$ cat src/rtl/pwm_enc_pkg.sv
`timescale 1ns/1ps
// Shared definitions for the duty-cycle line encoder.
// Assumes pulse lengths are counted in whole quarter-period slots.
package pwm_enc_pkg;

    typedef enum logic {
        LVL_SPACE = 1'b0,
        LVL_MARK  = 1'b1
    } line_level_e;

    // Number of high slots at the end of a period for a given line level.
    function automatic int high_len(logic lvl, int mark_hi, int space_hi);
        return (lvl == LVL_MARK) ? mark_hi : space_hi;
    endfunction

endpackage

$ cat src/rtl/pwm_slot_ctr.sv
`timescale 1ns/1ps
// Slot counter: tracks the position inside one link period.
// Assumes slot_en is a single-cycle enable from an external prescaler.
// Provides the slot that becomes current after this edge, plus a period-end flag.
module pwm_slot_ctr #(
    parameter int SLOTS = 4,
    localparam int SLOT_W = (SLOTS > 1) ? $clog2(SLOTS) : 1
) (
    input  logic              clk,
    input  logic              rst_n,
    input  logic              slot_en,
    output logic [SLOT_W-1:0] slot_idx,
    output logic [SLOT_W-1:0] next_slot,
    output logic              period_end
);

    localparam logic [SLOT_W-1:0] LAST_SLOT = SLOT_W'(SLOTS - 1);

    logic [SLOT_W-1:0] slot_q;

    // Flag the enabled cycle that closes the current period.
    always_comb begin
        period_end = slot_en && (slot_q == LAST_SLOT);
    end

    // Choose the slot for the next cycle: wrap, advance or hold.
    always_comb begin
        if (period_end)
            next_slot = '0;
        else if (slot_en)
            next_slot = slot_q + SLOT_W'(1);
        else
            next_slot = slot_q;
    end

    // Hold the slot position.
    always_ff @(posedge clk) begin
        if (!rst_n)
            slot_q <= '0;
        else
            slot_q <= next_slot;
    end

    assign slot_idx = slot_q;

endmodule

$ cat src/rtl/pwm_period_ctr.sv
`timescale 1ns/1ps
// Period counter: counts link periods within one serial bit.
// Assumes period_end is high for one cycle at each period boundary.
// Flags the bit boundary and registers a one-clock strobe for the transmitter.
module pwm_period_ctr #(
    parameter int PERIODS_PER_BIT = 16,
    localparam int PER_W = (PERIODS_PER_BIT > 1) ? $clog2(PERIODS_PER_BIT) : 1
) (
    input  logic clk,
    input  logic rst_n,
    input  logic period_end,
    output logic bit_end,
    output logic bit_strobe
);

    localparam logic [PER_W-1:0] LAST_PER = PER_W'(PERIODS_PER_BIT - 1);

    logic [PER_W-1:0] per_q;
    logic             strobe_q;

    // Bit boundary: closing the last period of the current bit.
    always_comb begin
        bit_end = period_end && (per_q == LAST_PER);
    end

    // Count periods, wrapping at the bit boundary.
    always_ff @(posedge clk) begin
        if (!rst_n)
            per_q <= '0;
        else if (bit_end)
            per_q <= '0;
        else if (period_end)
            per_q <= per_q + PER_W'(1);
    end

    // One-clock strobe in the first slot of the new bit.
    always_ff @(posedge clk) begin
        if (!rst_n)
            strobe_q <= 1'b0;
        else
            strobe_q <= bit_end;
    end

    assign bit_strobe = strobe_q;

endmodule

$ cat src/rtl/pwm_wave_shaper.sv
`timescale 1ns/1ps
// Wave shaper: latches the serial level at bit boundaries and forms the pulse.
// Assumes next_slot is the slot that will be current after this edge.
// The high part sits at the end of the period, so the fall lands on the boundary.
module pwm_wave_shaper
    import pwm_enc_pkg::*;
#(
    parameter int SLOTS    = 4,
    parameter int MARK_HI  = 3,
    parameter int SPACE_HI = 1,
    localparam int SLOT_W  = (SLOTS > 1) ? $clog2(SLOTS) : 1
) (
    input  logic              clk,
    input  logic              rst_n,
    input  logic              bit_end,
    input  logic              ser_bit,
    input  logic [SLOT_W-1:0] next_slot,
    output logic              level_q,
    output logic              link_out
);

    line_level_e lvl_q;
    line_level_e next_lvl;
    logic        out_d;
    logic        out_q;

    // Take a new level only at a bit boundary.
    always_comb begin
        next_lvl = bit_end ? line_level_e'(ser_bit) : lvl_q;
    end

    // High when the coming slot lies in the tail of the period.
    always_comb begin
        out_d = (int'(next_slot) + high_len(next_lvl, MARK_HI, SPACE_HI)) >= SLOTS;
    end

    // Register level and line so the output is glitch-free.
    always_ff @(posedge clk) begin
        if (!rst_n) begin
            lvl_q <= LVL_MARK;
            out_q <= 1'b0;
        end else begin
            lvl_q <= next_lvl;
            out_q <= out_d;
        end
    end

    assign level_q  = lvl_q;
    assign link_out = out_q;

endmodule

$ cat src/rtl/pwm_link_encoder.sv
`timescale 1ns/1ps
// Duty-cycle clock-and-data encoder, top level.
// Assumes slot_en marks quarter-period slots and ser_bit is held by the
// transmitter until bit_strobe asks for the next bit.
module pwm_link_encoder #(
    parameter int SLOTS           = 4,
    parameter int MARK_HI         = 3,
    parameter int SPACE_HI        = 1,
    parameter int PERIODS_PER_BIT = 16
) (
    input  logic clk,
    input  logic rst_n,
    input  logic slot_en,
    input  logic ser_bit,
    output logic link_out,
    output logic bit_strobe
);

    localparam int SLOT_W = (SLOTS > 1) ? $clog2(SLOTS) : 1;

    logic [SLOT_W-1:0] slot_idx;
    logic [SLOT_W-1:0] next_slot;
    logic              period_end;
    logic              bit_end;
    logic              level_q;

    pwm_slot_ctr #(.SLOTS(SLOTS)) u_slot (
        .clk        (clk),
        .rst_n      (rst_n),
        .slot_en    (slot_en),
        .slot_idx   (slot_idx),
        .next_slot  (next_slot),
        .period_end (period_end)
    );

    pwm_period_ctr #(.PERIODS_PER_BIT(PERIODS_PER_BIT)) u_period (
        .clk        (clk),
        .rst_n      (rst_n),
        .period_end (period_end),
        .bit_end    (bit_end),
        .bit_strobe (bit_strobe)
    );

    pwm_wave_shaper #(
        .SLOTS    (SLOTS),
        .MARK_HI  (MARK_HI),
        .SPACE_HI (SPACE_HI)
    ) u_shape (
        .clk       (clk),
        .rst_n     (rst_n),
        .bit_end   (bit_end),
        .ser_bit   (ser_bit),
        .next_slot (next_slot),
        .level_q   (level_q),
        .link_out  (link_out)
    );

endmodule

$ cat config.mk
export PLATFORM = sky130hd
export DESIGN_NAME = pwm_link_encoder
export DESIGN_NICKNAME = d
export VERILOG_FILES = /design/src/rtl/pwm_enc_pkg.sv /design/src/rtl/pwm_slot_ctr.sv /design/src/rtl/pwm_period_ctr.sv /design/src/rtl/pwm_wave_shaper.sv /design/src/rtl/pwm_link_encoder.sv
export SDC_FILE = /design/constraint.sdc
export NUM_CORES = 1
export LEC_CHECK = 0
export BUFFER_PORTS_ARGS = -buffer_cell sky130_fd_sc_hd__clkbuf_2
export CAP_MARGIN = 20
export CORE_AREA = 2 2 39 41
export CTS_CLUSTER_SIZE = 14
export DETAILED_ROUTE_END_ITERATION = 8
export DIE_AREA = 0 0 41 43
export GPL_TIMING_DRIVEN = 0
export PLACE_DENSITY_LB_ADDON = 0.1
export SLEW_MARGIN = 15
export SYNTH_ARGS = -nofsm -noshare
export SYNTH_HDL_FRONTEND = slang
export SYNTH_SLANG_ARGS = --single-unit
$ cat constraint.sdc
create_clock -name clk -period 1.6 [get_ports clk]
set_input_delay 0.08 -clock clk [delete_from_list [all_inputs] [get_ports clk]]
set_output_delay 0.08 -clock clk [all_outputs]
set_load 0.02 [all_outputs]
==> flow_summary.toml, run 1 <==
[setup_path]
path_buf_inv = 0
crit_path_start_kind = "register"
worst_ep_required_time_ps = 1740
path_cells = "ha_4 > nand4_1 > or2_4 > o21ai_2 > ha_1 > nand2_1 > o21ai_0"
reg2reg_depth = 7
path_class = "reg2reg"
crit_path_max_incr_delay_ps = 370
worstReg2RegStart = "u_period.per_q[0]$_SDFFE_PP0P_"
path_max_fanout = 4
crit_arrival_ps = 1670
r2r_end = "u_shape.link_out$_SDFF_PN0_"
reg2reg_setup_slack_ps = 70
end_kind = "register"
path_delay_family = "simple AND/OR/NAND/NOR gates"
crit_slowest_cell = "dfxtp_4"

[route]
dr.pass1.iters = 4
drc = 0
vias_per_cell = 4.753
vias = 347
drtIter0Drc = 7
wl_um = 874
wl_per_cell_um = 11.97
ant_nets = 0

[global_route]
grt_first_pass_wirelength_um = 1297
met1_usage = 0.1254
top_usage_layer = "met2"
use_met2 = 0.1625
antenna_found_initial = 0
grt_use_met3 = 0.06283
grt_max_degree = 8
grt_overflow_total = 0
first_global_vias = 313
grt.total_usage = 0.1155

[clock_tree]
cts_tree = "yes"
clockBufferDepth = 2
clock-root-buffer = "clkbuf_4"
cts_made_buffers = 3
clk_pin_slew_ps = 60
ctsHoldBuffers = 0
clock_latency_ps = 260
clock-sinks = 9
htree_levels = 1

[logic_synthesis]
ys_ff_latch = 9
synth_edf_count = 0
synth_adder_area_share = 0.09464
synth_top_family_by_area = "simple AND/OR/NAND/NOR gates"
yosys_most_used_dff = "dfxtp_1"
synthSimpleGateAreaFrac = 0.2019
synthMuxAreaShare = 0.05047
syn_area_per_cell_um2 = 9.224
synth_fp_nets = 50
synth_xor_area_frac = 0.04416
synth_compound_area_frac = 0.1167
yosysSeqAreaShare = 0.4543
synthArstFlopShare = 0
yosys_warnings = 0
synth_cell_type_count = 19
synth_area_um2 = 396.6
synth_cells = 43

[power_and_ir_drop]
irDropWorstVdd_v = 0.0002755
p_leak_nw = 0.2389
power_density_nw_per_um2 = 847.3

[die]
die_h_um = 43
die_area_um2 = 1763
initial_core_util = 0.2866
die_w_um = 41
io-pin-count = 6
core_area_um2 = 1384
rows = 14

[placement]
dpl.hpwl_um = 601.7
place_congestion = 0.7257
pre_cts_ws_ps = -102.2
numPortBuffers = 5

[sta]
period_share = 0.9575
finalSetupViolCount = 0
fin_worst_skew_ps = 1.381
fin_crit_ps = 1532
maxSlewHeadroom = 0.8678
clock.fmax_mhz = 652.7
hold_viol_final = 0
slew_violations = 0
worstMarginPinSlew_ps = 192.8
fin_ws_ps = 67.93

[run]
maxCapViolations = 0

[hold_path]
hold_depth = 2
hold_class = "in2reg"
holdPathEnd = "u_shape.level_q$_SDFF_PN1_"
min_from = "rst_n"

[cells_and_area]
area_delta_synth_final_pct = 37.22
final_cell_mix = "clkbuf_2 (5), buf_4 (5), dfxtp_1 (5)"
final_layout_size_suffix_gt1_frac = 0.3684
final_util = 0.3933
antenna_cells = 0
nets = 65

[run_status]
status = "completed"
-- synthesized netlist by cell type, drive strengths merged (2+ instances only) --
master / n / share of area
dfxtp: 9 / 0.45
inv: 4 / 0.038
nand2: 4 / 0.038
nor2: 4 / 0.038
ha: 3 / 0.095
o21ai: 3 / 0.038
mux2i: 2 / 0.050
nand3: 2 / 0.025
xnor2: 2 / 0.044
-- stage by stage --
step / total power [mW] / std cells / setup TNS [ps] / cell area, µm² / hold slack [ps]
detailed placement: 0.2858 / 64 / -102.2 / 441.7 / 351.2
global placement: 0.2822 / 64 / -98.16 / 441.7 / 350.1
finish: 0.4612 / 73 / 0 / 544.3 / 88.25
CTS: 0.4676 / 68 / 0 / 484.2 / 78.41
global route: 0.4911 / 73 / -7.286 / 544.3 / 109.9
floorplan: 0.2678 / 43 / 0 / 396.6 / 168.9
-- cell families after synthesis --
family / Yosys count
compound gates: 7
xor+xnor: 2
fa+ha+maj: 3
buf+inv: 4
flops: 9
mux: 2
simple gates: 16
-- routing by layer --
layer,up-vias,wire [µm]
met4,0,17
met1,159,324
li1,177,-
met3,2,42
met2,9,489
met5,-,0
-- power breakdown --
group	switching, mW	internal, mW
combinational	0.0267	0.0210
clock	0.0790	0.0961
sequential	0.00645	0.232
total	0.112	0.349
-- worst max-delay path by stage --
stage / start / end / slack, ps / cells past startpoint
4_1_cts: u_period.per_q[1]$_SDFFE_PP0P_ / u_shape.link_out$_SDFF_PN0_ / 30 / 7
3_5_place_dp: u_slot.slot_idx[0]$_SDFF_PN0_ / u_shape.link_out$_SDFF_PN0_ / -100 / 7
2_1_floorplan: u_slot.slot_idx[0]$_SDFF_PN0_ / u_shape.link_out$_SDFF_PN0_ / 90 / 7
3_3_place_gp: u_slot.slot_idx[0]$_SDFF_PN0_ / u_shape.link_out$_SDFF_PN0_ / -100 / 7
5_1_grt: u_period.per_q[0]$_SDFFE_PP0P_ / u_shape.link_out$_SDFF_PN0_ / -7 / 7
6_report: u_period.per_q[0]$_SDFFE_PP0P_ / u_shape.link_out$_SDFF_PN0_ / 70 / 7
-- flip-flops by register name, indices dropped and copies added (netlist names) --
signal / count
u_shape.link_out: 1
u_shape.level_q: 1
u_period.per_q: 4
u_slot.slot_idx: 2
u_period.bit_strobe: 1
-- area by class of cell --
| type | instances | area [µm²] |
|---|---|---|
| inverter | 4 | 15.01 |
| timing repair buffer | 10 | 62.56 |
| fill | 147 | 839.6 |
| multi-input combinational | 30 | 230.2 |
| tap | 16 | 20.02 |
| clock buffer | 4 | 26.28 |
| sequential | 9 | 190.2 |
-- repair_timing --
action	in CTS	in global routing
setup buffers	0	5
resized for setup	6	7
pin swaps	1	5
endpoints found under the setup margin	1	1
(Power assumes the default switching activity.)
==> run 2: changes to the inputs <==
- PLACE_DENSITY_LB_ADDON: 0.1 -> unset
==> flow_summary.toml, run 2 (synthesis results as in run 1) <==
[cells_and_area]
nets = 61
largest_reg_flops = 4
area_delta_synth_final_pct = 25.55
design_area_um2 = 498.0
final_cell_mix = "clkbuf_2 (5), dfxtp_1 (5), inv_1 (4), nand2_1 (4), nor2_1 (4)"
antenna_cells = 0
final_layout_size_suffix_gt1_frac = 0.3019
top_register = "u_period.per_q"
fill_cells = 148
final_util = 0.3599
final_cells = 69

[die]
io-pin-count = 6
core_area_um2 = 1384
die_area_um2 = 1763
initial_core_util = 0.2866
rows = 14
die_h_um = 43
die_w_um = 41

[sta]
fin_crit_ps = 1525
slew_violations = 0
hold_viol_final = 0
fin_ws_ps = 74.89
hold_ws_ps = 80.31
worstMarginPinSlew_ps = 171.9
period_share = 0.9532
fin_worst_skew_ps = 1.837
finalSetupViolCount = 0
maxSlewHeadroom = 0.8821
rsz0062_at_grt = "false"
finalSetupTns_ps = 0
clock.fmax_mhz = 655.7

[setup_path]
crit_path_max_incr_delay_ps = 360
path_class = "reg2reg"
reg2reg_setup_slack_ps = 70
path_delay_family = "simple AND/OR/NAND/NOR gates"
crit_path_start_kind = "register"
end_kind = "register"
crit_arrival_ps = 1680
r2r_end = "u_shape.link_out$_SDFF_PN0_"
path_buf_inv = 0
reg2reg_depth = 7
path_max_fanout = 5
path_cells = "ha_4 > nand4_1 > or2_4 > o21ai_1 > ha_1 > nand2_1 > o21ai_0"
crit_slowest_cell = "dfxtp_4"
worst_ep_required_time_ps = 1750
worstReg2RegStart = "u_slot.slot_idx[0]$_SDFF_PN0_"

[route]
vias_per_cell = 4.783
drtIter0Drc = 2
ant_nets = 0
wl_um = 743
wl_per_cell_um = 10.77
dr.pass1.iters = 2
drc = 0
vias = 330

[global_route]
first_global_vias = 306
grt_overflow_total = 0
grt_first_pass_wirelength_um = 1138
grt.total_usage = 0.1036
grt_max_degree = 8
antenna_found_initial = 0

[power_and_ir_drop]
finalPower_mw = 0.4646
p_leak_nw = 0.2163
irDropWorstVdd_v = 0.0002456
power_density_nw_per_um2 = 933.0

[placement]
dp_cells = 64
pre_cts_ws_ps = -92.33
place_area_um2 = 441.7
numPortBuffers = 5
place_congestion = 0.6378

[clock_tree]
clockBufferDepth = 2
htree_levels = 1
cts_made_buffers = 3
clk_pin_slew_ps = 60
cts_tree = "yes"
clock_latency_ps = 270
clock-root-buffer = "clkbuf_4"
clock-sinks = 9

[hold_path]
min_from = "ser_bit"
holdPathEnd = "u_shape.level_q$_SDFF_PN1_"
hold_class = "in2reg"
hold_depth = 3

[run_status]
status = "completed"

[run]
maxCapViolations = 0
## run 2: changes by cell type in the layout (fill, tap and decap cells not counted), sizes merged
cell and delta:
buf -4
## run 2: worst max-delay path by stage
stage / from / end / slack (ps) / cells after the start
after detailed placement: u_slot.slot_idx[0]$_SDFF_PN0_ / u_shape.link_out$_SDFF_PN0_ / -90 / 7
after global routing: u_slot.slot_idx[0]$_SDFF_PN0_ / u_shape.link_out$_SDFF_PN0_ / 10 / 7
after CTS: u_slot.slot_idx[0]$_SDFF_PN0_ / u_shape.link_out$_SDFF_PN0_ / 20 / 7
final: u_slot.slot_idx[0]$_SDFF_PN0_ / u_shape.link_out$_SDFF_PN0_ / 70 / 7
after global placement: u_slot.slot_idx[0]$_SDFF_PN0_ / u_shape.link_out$_SDFF_PN0_ / -40 / 7
after floorplan: u_slot.slot_idx[0]$_SDFF_PN0_ / u_shape.link_out$_SDFF_PN0_ / 90 / 7
## run 2: worst min-delay path: cells and delay by family
family | cells | cell delay [ps]
AOI/OAI and AO/OA | 1 | 90
buffers and inverters | 2 | 130
## run 2: layout make-up
| cell class | count | area (µm²) | area share |
|---|---|---|---|
| clock buffers | 4 | 26.28 | 0.05276 |
| inverters | 4 | 15.01 | 0.03015 |
| multi-input cells | 30 | 216.5 | 0.4347 |
| flip-flops and latches | 9 | 187.7 | 0.3769 |
| well taps | 16 | 20.02 | 0.04020 |
| repair buffers | 6 | 32.53 | 0.06533 |
## run 2: routing by layer
| layer | GRT usage | vias up | wire (µm) |
|---|---|---|---|
| li1 | - | 170 | - |
| met2 | 0.1563 | 7 | 356 |
| met3 | 0.03141 | 5 | 34 |
| met4 | 0.1200 | 0 | 37 |
| met5 | 0 | - | 0 |
| met1 | 0.09385 | 148 | 315 |
## run 2: power breakdown
group	switching [mW]	internal, mW
clock	0.0845	0.0965
combinational	0.0249	0.0192
sequential	0.00611	0.233
total	0.116	0.349
## run 2: repair_timing
item,4_1_cts,5_1_grt
setup buffers,0,1
pin swaps,1,1
gates resized for setup,3,7
endpoints found under the setup margin,1,1
endpoints found under the hold margin,0,0
gates cloned,0,0
hold buffers,0,0
==> run 3: changes to the inputs <==
- clock period: 1.6 -> 1.4 ns (I/O delays scaled with it)
==> flow_summary.toml, run 3 (synthesis results as in run 1) <==
[route]
vias = 328
drc = 0
dr.pass1.iters = 5
drtIter0Drc = 4
wl_met2_um = 360
vias_per_cell = 4.620
wl_met1_um = 350
wl_per_cell_um = 10.87
ant_nets = 0
wl_um = 772
met3WireLength_um = 28
top_layer = "met4"

[placement]
place_area_um2 = 471.7
place_congestion = 0.7241
pre_cts_ws_ps = -139.5
dpl.hpwl_um = 521.9
numPortBuffers = 5

[clock_tree]
htree_levels = 1
cts_tree = "yes"
clock-sinks = 9
ctsHoldBuffers = 0
clockBufferDepth = 2
clk_pin_slew_ps = 70
clock_latency_ps = 270
cts_made_buffers = 3
clock-root-buffer = "clkbuf_4"

[global_route]
antenna_found_initial = 0
first_global_vias = 285
grt_max_degree = 8
grt.total_usage = 0.1026
grt_first_pass_wirelength_um = 1097
grt_overflow_total = 0

[die]
die_area_um2 = 1763
initial_core_util = 0.2866
core_area_um2 = 1384
rows = 14
die_w_um = 41
die_h_um = 43
io-pin-count = 6

[sta]
period_share = 1.003
maxSlewHeadroom = 0.8672
fin_worst_skew_ps = 9.492
rsz0062_at_grt = "true"
finalSetupViolCount = 1
slew_violations = 0
fin_crit_ps = 1404
clock.fmax_mhz = 712.4
worstMarginPinSlew_ps = 193.7
hold_viol_final = 0
fin_ws_ps = -3.686
hold_ws_ps = 85.83

[cells_and_area]
fill_cells = 145
final_layout_size_suffix_gt1_frac = 0.3455
final_cell_mix = "clkbuf_2 (5), dfxtp_1 (5)"
top_register = "u_period.per_q"
antenna_cells = 0
area_delta_synth_final_pct = 32.18
final_util = 0.3788
design_area_um2 = 524.3
largest_reg_flops = 4
nets = 63

[setup_path]
path_max_fanout = 2
crit_path_max_incr_delay_ps = 360
path_cells = "ha_4 > nand4_1 > or2_4 > o21ai_2 > ha_1 > nand2_1 > o21ai_1"
path_buf_inv = 0
worst_ep_required_time_ps = 1560
path_class = "reg2reg"
crit_path_start_kind = "register"
crit_slowest_cell = "dfxtp_2"
path_delay_family = "simple AND/OR/NAND/NOR gates"
end_kind = "register"
crit_arrival_ps = 1570

[hold_path]
hold_class = "in2reg"

[run]
maxCapViolations = 0

[power_and_ir_drop]
finalPower_mw = 0.5402
power_density_nw_per_um2 = 1030
irDropWorstVdd_v = 0.0003943
p_leak_nw = 0.2272

[run_status]
status = "complete, but fails checks"
violations = "negative setup slack"
## run 3: changes by cell type in the layout (fill, tap and decap cells not counted), sizes merged
| cell | change |
|---|---|
| buf | +2 |
## run 3: layer usage
layer  up-vias  GRT usage
li1        172          -
met2         7     0.1500
met5         -          0
met3         5    0.03141
met4         0     0.1000
met1       144     0.1068
## run 3: cell type report
cell class	instances	area, µm²	area share
multi-input combinational	30	230.2	0.4391
clock buffer	4	26.28	0.05012
timing repair buffer	8	47.55	0.09069
tap	16	20.02	0.03819
sequential	9	185.2	0.3532
inverter	4	15.01	0.02864
## run 3: worst reg2reg max path, stage by stage (launching register included)
cell     delay [ps]
dfxtp_2         360
ha_4            140
nand4_1         100
or2_4           250
o21ai_2         110
ha_1            230
nand2_1          60
o21ai_1          50
## run 3: final timing paths
| check | start | end | slack [ps] | cells after the start |
|---|---|---|---|---|
| max | u_slot.slot_idx[0]$_SDFF_PN0_ | u_shape.link_out$_SDFF_PN0_ | -4 | 7 |
| min reg2reg | u_period.per_q[1]$_SDFFE_PP0P_ | u_period.per_q[1]$_SDFFE_PP0P_ | 560 | 2 |
| max reg2reg | u_slot.slot_idx[0]$_SDFF_PN0_ | u_shape.link_out$_SDFF_PN0_ | -4 | 7 |
| min | rst_n | u_shape.level_q$_SDFF_PN1_ | 90 | 2 |
## run 3: power by group
group	switching, mW	total [mW]	internal [mW]
clock network	0.100	0.211	0.110
registers	0.00687	0.274	0.267
logic	0.0303	0.0556	0.0253
total	0.138	0.540	0.403
## run 3: metrics by stage
step	TNS, ps	cells
floorplan	-28.66	43
global placement	-123.0	64
detailed placement	-139.5	64
CTS	-14.95	71
global route	-109.3	71
finish	-3.686	71
## run 3: repair_timing
item                       CTS  global route
buffers inserted             3             0
gates resized for setup      3             0
hold endpoints to repair     0             0
pin swaps                    4             0
setup endpoints to repair    1             1
